$ cat src/rtl/ssc_pkg.sv
package ssc_pkg;
  localparam int unsigned FRAC_BITS = 12;
  localparam int unsigned K_NARROW  = 26;
  localparam int unsigned K_WIDE    = 102;
  localparam int unsigned K_W       = 7;

  typedef enum logic [1:0] {
    RNG_RSVD = 2'b00,
    RNG_SLOW = 2'b01,
    RNG_MID  = 2'b10,
    RNG_FAST = 2'b11
  } range_e;

  function automatic logic [1:0] rate_shift_of(input logic [1:0] code);
    case (code)
      RNG_SLOW: rate_shift_of = 2'd2;
      RNG_MID:  rate_shift_of = 2'd1;
      default:  rate_shift_of = 2'd0;
    endcase
  endfunction
endpackage

$ cat src/rtl/ssc_profile.sv
module ssc_profile #(
  parameter int QSTEPS = 8,
  parameter int DWELL  = 8
) (
  input  logic                         clk,
  input  logic                         rst_n,
  input  logic                         run,
  input  logic [1:0]                   rate_shift,
  output logic signed [$clog2(QSTEPS)+1:0] tval,
  output logic                         period_end
);
  localparam int QLOG = $clog2(QSTEPS);
  localparam int PH_N = 4 * QSTEPS;
  localparam int PH_W = $clog2(PH_N);
  localparam int TW   = QLOG + 2;
  localparam int DC_W = $clog2(DWELL * 4);

  logic [DC_W-1:0] dc_q, dc_d, lim_last;
  logic [PH_W-1:0] ph_q, ph_d;
  logic            step;
  logic signed [PH_W+1:0] phs, tcalc;

  always_comb begin
    lim_last   = DC_W'((DWELL << rate_shift) - 1);
    step       = run && (dc_q == lim_last);
    period_end = step && (ph_q == PH_W'(PH_N - 1));
  end

  always_comb begin
    dc_d = dc_q;
    ph_d = ph_q;
    if (!run) begin
      dc_d = '0;
      ph_d = '0;
    end else if (step) begin
      dc_d = '0;
      ph_d = ph_q + PH_W'(1);
    end else begin
      dc_d = dc_q + DC_W'(1);
    end
  end

  always_ff @(posedge clk or negedge rst_n) begin
    if (!rst_n) begin
      dc_q <= '0;
      ph_q <= '0;
    end else begin
      dc_q <= dc_d;
      ph_q <= ph_d;
    end
  end

  always_comb begin
    phs = $signed({2'b00, ph_q});
    if (ph_q < PH_W'(QSTEPS))
      tcalc = phs;
    else if (ph_q < PH_W'(3 * QSTEPS))
      tcalc = $signed((PH_W+2)'(2 * QSTEPS)) - phs;
    else
      tcalc = phs - $signed((PH_W+2)'(4 * QSTEPS));
    tval = $signed(tcalc[TW-1:0]);
  end

  // the phase advances by at most one level per clock
  assert_phase_step_R7: assert property (@(posedge clk) disable iff (!rst_n)
    (run && $past(run)) |-> ((ph_q == $past(ph_q)) || (ph_q == $past(ph_q) + PH_W'(1))));

  // a level is left only after its full dwell
  assert_dwell_R7: assert property (@(posedge clk) disable iff (!rst_n)
    (run && $past(run) && (ph_q != $past(ph_q))) |-> ($past(dc_q) == $past(lim_last)));
endmodule

$ cat src/rtl/ssc_deviate.sv
module ssc_deviate
  import ssc_pkg::*;
#(
  parameter int FW   = 24,
  parameter int QLOG = 3
) (
  input  logic [FW-1:0]          nom,
  input  logic                   wide,
  input  logic                   down,
  input  logic signed [QLOG+1:0] tval,
  output logic [FW-1:0]          word
);
  localparam int TW = QLOG + 2;
  localparam int PW = FW + K_W;

  logic [K_W-1:0]   kval;
  logic [PW-1:0]    prod;
  logic [FW-1:0]    dev, offm;
  logic [TW-1:0]    mag;
  logic [FW+TW-1:0] mprod;
  logic             neg;
  logic [FW:0]      sum, lower;

  always_comb begin
    kval  = wide ? K_W'(K_WIDE) : K_W'(K_NARROW);
    prod  = {{K_W{1'b0}}, nom} * {{FW{1'b0}}, kval};
    dev   = FW'(prod >> FRAC_BITS);
    neg   = tval[TW-1];
    mag   = neg ? $unsigned(-tval) : $unsigned(tval);
    mprod = {{TW{1'b0}}, dev} * {{FW{1'b0}}, mag};
    offm  = FW'(mprod >> QLOG);
    lower = '0;
    if (!down) begin
      sum = neg ? ({1'b0, nom} - {1'b0, offm}) : ({1'b0, nom} + {1'b0, offm});
      word = sum[FW] ? (neg ? '0 : '1) : sum[FW-1:0];
    end else begin
      lower = neg ? ({1'b0, dev} + {1'b0, offm}) : ({1'b0, dev} - {1'b0, offm});
      sum   = {1'b0, nom} - lower;
      word  = sum[FW] ? '0 : sum[FW-1:0];
    end
  end
endmodule

$ cat src/rtl/ssc_nco.sv
module ssc_nco #(
  parameter int FW = 24
) (
  input  logic          clk,
  input  logic          rst_n,
  input  logic [FW-1:0] word,
  output logic          clk_out
);
  logic [FW-1:0] acc_q, acc_d;

  always_comb acc_d = acc_q + word;

  always_ff @(posedge clk or negedge rst_n) begin
    if (!rst_n) acc_q <= '0;
    else        acc_q <= acc_d;
  end

  assign clk_out = acc_q[FW-1];

  // a zero word freezes the output clock
  assert_hold_R10: assert property (@(posedge clk) disable iff (!rst_n)
    ($past(word) == '0) |-> $stable(clk_out));
endmodule

$ cat src/rtl/ssc_mod_top.sv
module ssc_mod_top
  import ssc_pkg::*;
#(
  parameter int FW     = 24,
  parameter int QSTEPS = 8,
  parameter int DWELL  = 8
) (
  input  logic          clk,
  input  logic          rst_n,
  input  logic [FW-1:0] nom_word,
  input  logic [1:0]    range_sel,
  input  logic          width_sel,
  input  logic          down_mode,
  input  logic          spread_n,
  output logic [FW-1:0] freq_word,
  output logic          clk_out,
  output logic          range_err
);
  localparam int QLOG = $clog2(QSTEPS);
  localparam int TW   = QLOG + 2;

  logic          first_q;
  logic [FW-1:0] nom_a;
  logic [1:0]    range_a;
  logic          wide_a, down_a;
  logic [FW-1:0] freq_q, freq_d, mod_word;
  logic          err_q;
  logic          load, take, period_end;
  logic signed [TW-1:0] tval;

  ssc_profile #(.QSTEPS(QSTEPS), .DWELL(DWELL)) u_prof (
    .clk        (clk),
    .rst_n      (rst_n),
    .run        (!spread_n),
    .rate_shift (rate_shift_of(range_a)),
    .tval       (tval),
    .period_end (period_end)
  );

  ssc_deviate #(.FW(FW), .QLOG(QLOG)) u_dev (
    .nom  (nom_a),
    .wide (wide_a),
    .down (down_a),
    .tval (tval),
    .word (mod_word)
  );

  ssc_nco #(.FW(FW)) u_nco (
    .clk     (clk),
    .rst_n   (rst_n),
    .word    (freq_q),
    .clk_out (clk_out)
  );

  always_comb begin
    load   = first_q || spread_n || period_end;
    take   = load && (range_sel != RNG_RSVD);
    freq_d = spread_n ? nom_a : mod_word;
  end

  always_ff @(posedge clk or negedge rst_n) begin
    if (!rst_n) begin
      first_q <= 1'b1;
      nom_a   <= '0;
      range_a <= RNG_FAST;
      wide_a  <= 1'b0;
      down_a  <= 1'b0;
      freq_q  <= '0;
      err_q   <= 1'b0;
    end else begin
      first_q <= 1'b0;
      freq_q  <= freq_d;
      err_q   <= (range_sel == RNG_RSVD);
      if (take) begin
        nom_a   <= nom_word;
        range_a <= range_sel;
        wide_a  <= width_sel;
        down_a  <= down_mode;
      end
    end
  end

  assign freq_word = freq_q;
  assign range_err = err_q;

  // down-spread output never above the ceiling
  assert_down_cap_R6: assert property (@(posedge clk) disable iff (!rst_n)
    ($past(down_a) && !$past(spread_n)) |-> (freq_word <= $past(nom_a)));

  // active configuration moves only on a load cycle
  assert_cfg_hold_R8: assert property (@(posedge clk) disable iff (!rst_n)
    !$past(load) |-> ($stable(nom_a) && $stable(wide_a) && $stable(range_a) && $stable(down_a)));

  // the reserved code never becomes the active range
  assert_no_rsvd_R9: assert property (@(posedge clk) disable iff (!rst_n)
    range_a != RNG_RSVD);

  // a flagged reserved code blocks the load it coincided with
  assert_rsvd_hold_R9: assert property (@(posedge clk) disable iff (!rst_n)
    (range_err && $past(load)) |-> $stable(nom_a));
endmodule

$ cat config.mk
export PLATFORM = sky130hd
export DESIGN_NAME = ssc_mod_top
export DESIGN_NICKNAME = d
export VERILOG_FILES = /design/src/rtl/ssc_pkg.sv /design/src/rtl/ssc_profile.sv /design/src/rtl/ssc_deviate.sv /design/src/rtl/ssc_nco.sv /design/src/rtl/ssc_mod_top.sv
export SDC_FILE = /design/constraint.sdc
export NUM_CORES = 1
export LEC_CHECK = 0
export ABC_AREA = 1
export BUFFER_PORTS_ARGS = -buffer_cell sky130_fd_sc_hd__buf_2
export CAP_MARGIN = 20
export CORE_UTILIZATION = 25
export CTS_BUF_LIST = sky130_fd_sc_hd__clkbuf_2 sky130_fd_sc_hd__clkbuf_4 sky130_fd_sc_hd__clkbuf_8
export DETAILED_ROUTE_END_ITERATION = 16
export PLACE_DENSITY = 0.5
export SLEW_MARGIN = 20
export SYNTH_ARGS = -nofsm -noshare
export SYNTH_HDL_FRONTEND = slang
export SYNTH_SLANG_ARGS = --single-unit
$ cat constraint.sdc
create_clock -name clk -period 11 [get_ports clk]
set_clock_uncertainty 0.05 [all_clocks]
set_input_delay 1.1 -clock clk [delete_from_list [all_inputs] [get_ports clk]]
set_output_delay 1.1 -clock clk [all_outputs]
set_load 0.05 [all_outputs]
# --- Word-level counts from Yosys, hierarchy flattened ---
# Index checks and enable logic that the tools add are counted.
word_totals:
  ff_bits: 88
  word_cells: 56
op_classes:
  add_sub_neg: 12
  multipliers: 2
  magnitude_cmp: 2
  n_eq_ne: 4
  shifts: 1
  mux: 16
  n_reduce_logical: 9
ops:
  columns: ["operator", "count"]
  rows:
  - ["2-to-1 mux 24 bit", 5]
  - ["2-to-1 mux 25 bit", 2]
  - ["2-to-1 mux 5 bit", 7]
  - ["multiplier 24 x 7 -> 31 bit", 1]
  - ["adder 19 x 24 -> 25 bit", 1]
  - ["adder 24 x 24 -> 25 bit", 1]
  - ["subtractor 19 x 24 -> 25 bit", 1]
  - ["subtractor 24 x 24 -> 25 bit", 1]
  - ["subtractor 24 x 25 -> 25 bit", 1]
  - ["adder 24 bit", 1]
  - ["multiplier 19 x 5 -> 24 bit", 1]
  - ["adder 5 x 1 -> 5 bit (second input constant)", 2]
  - ["2-to-1 mux 7 bit", 1]
  - ["== test 5 bit", 1]
  - ["== test 5 bit (second input constant)", 1]
  - ["< comparator 5 x 4 -> 1 bit (second input constant)", 1]
  - ["< comparator 5 bit (second input constant)", 1]
  - ["negator 5 bit", 1]
  - ["<< shifter 4 x 2 -> 5 bit (first input constant)", 1]
  - ["subtractor 5 x 1 -> 5 bit (second input constant)", 1]
  - ["subtractor 5 x 2 -> 5 bit (second input constant)", 1]
  - ["subtractor 5 bit (first input constant)", 1]
  - ["one-hot mux 2 bit (2 select lines)", 1]
  - ["nonzero test 2 bit", 2]
  - ["6 further kinds", 9]

# --- Longest topological paths before layout ---
depth:
  ltp_word: 12
  depth_mapped: 79
  ltp_nobuf: 76

# --- By module ---
# A second synthesis with hierarchy kept.
hier_totals:
  hier_cells: 2547
  area_unflattened_um2: 17362.9
by_module_without_submodules:
  columns: ["mod", "n_inst", "cells_per_inst", "area_per_inst_um2", "seq_area_each_um2"]
  rows:
  - ["ssc_deviate", 1, 1847, 12140.4, 0.0]
  - ["ssc_nco", 1, 377, 2316.0, 600.6]
  - ["ssc_mod_top", 1, 234, 2232.1, 1355.0]
  - ["ssc_profile", 1, 89, 674.4, 250.2]

# --- Least setup slack after synthesis ---
# OpenSTA, ideal clock, no wires.
synth_timing:
  kind: "reg2reg"
  from: "register wide_a"
  to: "register freq_q[1], in the netlist freq_word[1]"
  setup_ns: 0.118
  t_arrival_ns: 11.082
  required_ns: 10.832
  slack_ns: -0.250
  stages_incl_launch_ff: 72
  n_path_buf: 4
  cell_sequence: "dfrtp_1 buf_4 clkbuf_1 nand2_1 o21ai_0 inv_1 ha_1 fa_1 inv_1 fa_1 inv_1 ha_1 ha_1 a21o_1 a21boi_1 nand2_1 nand2_2 nand2_1 [... 36 more ...] nor2_1 o21ai_0 xor2_1 inv_1 ha_1 nand2_1 nor3_1 inv_1 nor2_1 a2111oi_0 nand3_1 inv_1 nand2_1 nand2_2 buf_2 o21ai_0 nand3_1 nand2_1"
synth_between:
  elab_chain_len: 9
  elab_cells_between_ends: 14
synth_rtl:
  columns: ["item", "line_no", "source"]
  rows:
  - ["start: declaration", "ssc_mod_top.sv:25", "logic wide_a, down_a;"]
  - ["start signal: assignment", "ssc_mod_top.sv:77", "wide_a <= width_sel;"]
  - ["2-to-1 mux 7 bit (*)", "ssc_deviate.sv:25", "kval = wide ? K_W'(K_WIDE) : K_W'(K_NARROW);"]
  - ["multiplier 24 x 7 -> 31 bit (*)", "ssc_deviate.sv:26", "prod = {{K_W{1'b0}}, nom} * {{FW{1'b0}}, kval};"]
  - ["multiplier 19 x 5 -> 24 bit", "ssc_deviate.sv:30", "mprod = {{TW{1'b0}}, dev} * {{FW{1'b0}}, mag};"]
  - ["subtractor 19 x 24 -> 25 bit / adder 19 x 24 -> 25 bit (equally long branches)", "ssc_deviate.sv:37", "lower = neg ? ({1'b0, dev} + {1'b0, offm}) : ({1'b0, dev} - {1'b0, offm});"]
  - ["2-to-1 mux 25 bit", "ssc_deviate.sv:37", null]
  - ["subtractor 24 x 25 -> 25 bit", "ssc_deviate.sv:38", "sum = {1'b0, nom} - lower;"]
  - ["2-to-1 mux 24 bit", "ssc_deviate.sv:39", "word = sum[FW] ? '0 : sum[FW-1:0];"]
  - ["2-to-1 mux 24 bit (*)", "ssc_deviate.sv:33", "if (!down) begin"]
  - ["2-to-1 mux 24 bit (*)", "ssc_mod_top.sv:58", "freq_d = spread_n ? nom_a : mod_word;"]
  - ["net freq_d[1]", "ssc_mod_top.sv:26", "logic [FW-1:0] freq_q, freq_d, mod_word;"]
  - ["end signal: assignment", "ssc_mod_top.sv:72", "freq_q <= freq_d;"]
  - ["end: declaration", "ssc_mod_top.sv:26", null]
# The timed path passes the listed nets; every way through them passes the cells marked *.
# A chain may end at the register's enable or synchronous reset.

# --- Final worst setup path ---
layout_timing:
  from: "register wide_a"
  to: "register freq_q[9], in the netlist freq_word[9]"
# The elaborated chain is that of the path after synthesis.

==> out/results.tsv <==
metric	value	unit
startpoint types	flop	
Max FO, Critical Path	8	
Min-Delay Path Class	reg -> reg	
Rel. slew slack	34.9	%
# DRC	0	
cell mode on critical path	nand2_2	
max incr delay on CP	590	ps
maxcap violations	0	
DRT Pass-1 Iters	7	
reg2reg end	freq_word[9]	
hold_ws	416	ps
CTS Root Cell	clkbuf_8	
Fillers	6491	
Tmin final	11300	ps
synth unique cells	57	
most frequent cells in the layout	buf_4 (470), inv_1 (355), nand2_1 (344)	
ant diodes	0	
wire per inst	14.6	um
DP HPWL	42900	um
Clock Sinks	88	
kind of critical path	reg -> reg	
Worst-Margin Slew	967	ps
Worst Reg-to-Reg Cells	70	
arrival time worst endpoint	11530	ps
RR Startpoint	wide_a	
final worst slack	-297	ps
Yosys warnings	0	
core area	62100	um^2
num ports	57	
cell row count	91	
Max Clk Rate	88.5	MHz
DIE AREA	64300	um^2
Cell Area, Synth	15800	um^2
worst skew pair latency	410	ps
Die Height	253	um
number of flops mapped to enable cells by yosys	0	
ys async rst share	100	%
gpl congestion	0.934	
RSZ-0062 raised after global routing	true	
ys flop type	dfrtp_1	
Crit-path slowest cell	dfrtp_2	
Crit. End Element	flop	
final hold vios	0	
synthesized instance count	2177	
largest net degree at the start of global routing	66	
Worst R2R Setup Slack	-300	ps
CP required	11240	ps
die width	253	um
Hold Crit Depth	1	
failing checks	setup timing	
number of port buffers	56	
worst hold endpoint	u_prof.dc_q[0]	
area grow syn2layout	42.1	%
sequential share of the synthesized area	13.9	%
nets@finish	3073	
Initial Util	25.5	%
TritonCTS clock tree	yes	
grt ovf	0	
TritonCTS Buffers	9	
Worst Min Path Start	u_prof.dc_q[0]	
GR Util All Layers	16.1	%
Worst-path clk slew	110	ps
first-pass GRT wire length	82400	um
register area	2210	um^2
final setup fails	24	
Tcrit/Tclk final	103	%
DR vias	15700	
vias in the first global route	15900	
area of the multi-input gates	13500	um^2
antenna viol nets, final	0	
layout cells sized above 1	33.3	%
Final Slew Violations	0	
commonest non-fill, non-tap cell in the layout	buf_4	
Synth Register Bits	88	
Mean Syn Cell Area	7.26	um^2
DRT Wirelength	51600	um
hold_buf cts	0	
H-tree depth	3	
Clock Path Buffers	2	
Detailed Route Iter0 Violations	832	
status	finished with violations	
Vias per Instance	4.45	
initial antenna violation count	0	
-- cell type report --
cell class              count  area share [%]
well taps                 837            4.66
multi-input cells        1648            60.0
inverters                 408            6.86
flip-flops and latches     88            9.82
repair buffers            539            17.9
clock inverters             6           0.200
repair inverters            1          0.0278
clock buffers              10           0.585
-- Yosys cell counts, types with 9 or more instances --
cell type	n	area share [%]
ha_1	238	19
o21bai_1	22	1.0
nand3_1	118	3.7
o21ai_0	136	4.3
o21a_1	11	0.52
xor2_1	104	5.8
inv_1	383	9.1
nand2_2	13	0.51
clkbuf_1	43	1.0
nor3_1	23	0.73
nand4_1	13	0.51
a21o_1	9	0.43
xnor2_1	25	1.4
o21ai_1	22	0.70
a21oi_1	150	4.7
a31oi_1	9	0.36
fa_1	109	14
dfrtp_1	85	13
inv_2	21	0.50
nand2_1	394	9.4
nor2_1	150	3.6
-- per-layer routing --
| metal | track usage (%) | part of all wire [%] | up-vias |
|---|---|---|---|
| met1 | 21.5 | 47 | 7482 |
| met4 | 3.88 | 1.7 | 0 |
| met2 | 28.3 | 49 | 213 |
| met5 | 0 | 0 | - |
| li1 | - | - | 7984 |
| met3 | 1.06 | 1.8 | 60 |
-- state kept, by name, indices dropped and copies added (netlist names) --
name	cells
wide_a	1
first_q	1
down_a	1
u_prof.dc_q	5
nom_a	24
range_err	1
range_a	2
u_nco.acc_q	24
u_prof.ph_q	5
freq_word	24
-- worst max path at each step --
stage	cells past startpoint	slack (ps)	end	startpoint
after floorplan	73	8	freq_word[8]	wide_a
after CTS	69	-270	freq_word[9]	wide_a
final	70	-300	freq_word[9]	wide_a
after detailed placement	66	-1110	freq_word[11]	wide_a
after global placement	66	-960	freq_word[11]	nom_a[5]
after global routing	73	-890	freq_word[9]	wide_a
-- through the flow --
| step | cells | setup slack (ps) | area [um^2] | setup TNS (ps) | util [%] |
|---|---|---|---|---|---|
| finish | 3537 | -297 | 22500 | -5370 | 36.2 |
| global route | 3537 | -895 | 22500 | -19700 | 36.2 |
| CTS | 3517 | -271 | 21500 | -4720 | 34.7 |
| detailed placement | 3482 | -1110 | 20400 | -24010 | 32.9 |
| global placement | 3482 | -959 | 20400 | -20680 | 32.9 |
| floorplan | 2197 | 7.91 | 16000 | 0 | - |
-- worst max-delay path: cells and delay by family (launching register included) --
kind,cells,cell delay [ps]
AOI/OAI and AO/OA,11,1940
adders and majority gates,11,4010
xor gates and xnor gates,3,480
buffers and inverters,17,1670
DFF,1,590
and+or+nand+nor,28,2460
-- cells by family (layout without fill, tap and decap cells) --
kind of cell	Yosys count	count (layout)	synth area share, %
AO/OA/AOI/OAI	395	395	14.0
XOR/XNOR	131	131	7.42
adder cells (fa/ha/maj)	347	347	32.6
buffers and inverters	463	964	11.2
flip-flops	88	88	14.0
multiplexers	2	2	0.127
other	2	22	0.0475
AND/OR/NAND/NOR	749	751	20.6
-- repair_timing --
item | in CTS | in global routing
endpoints found under the setup margin | 24 | 24
pin swaps | 86 | 137
cloned | 4 | 1
gates resized for setup | 179 | 185
buffers inserted | 15 | 19
Power is not shown: default switching activity piles up to over one toggle a cycle in this logic, so the estimate is an artifact.
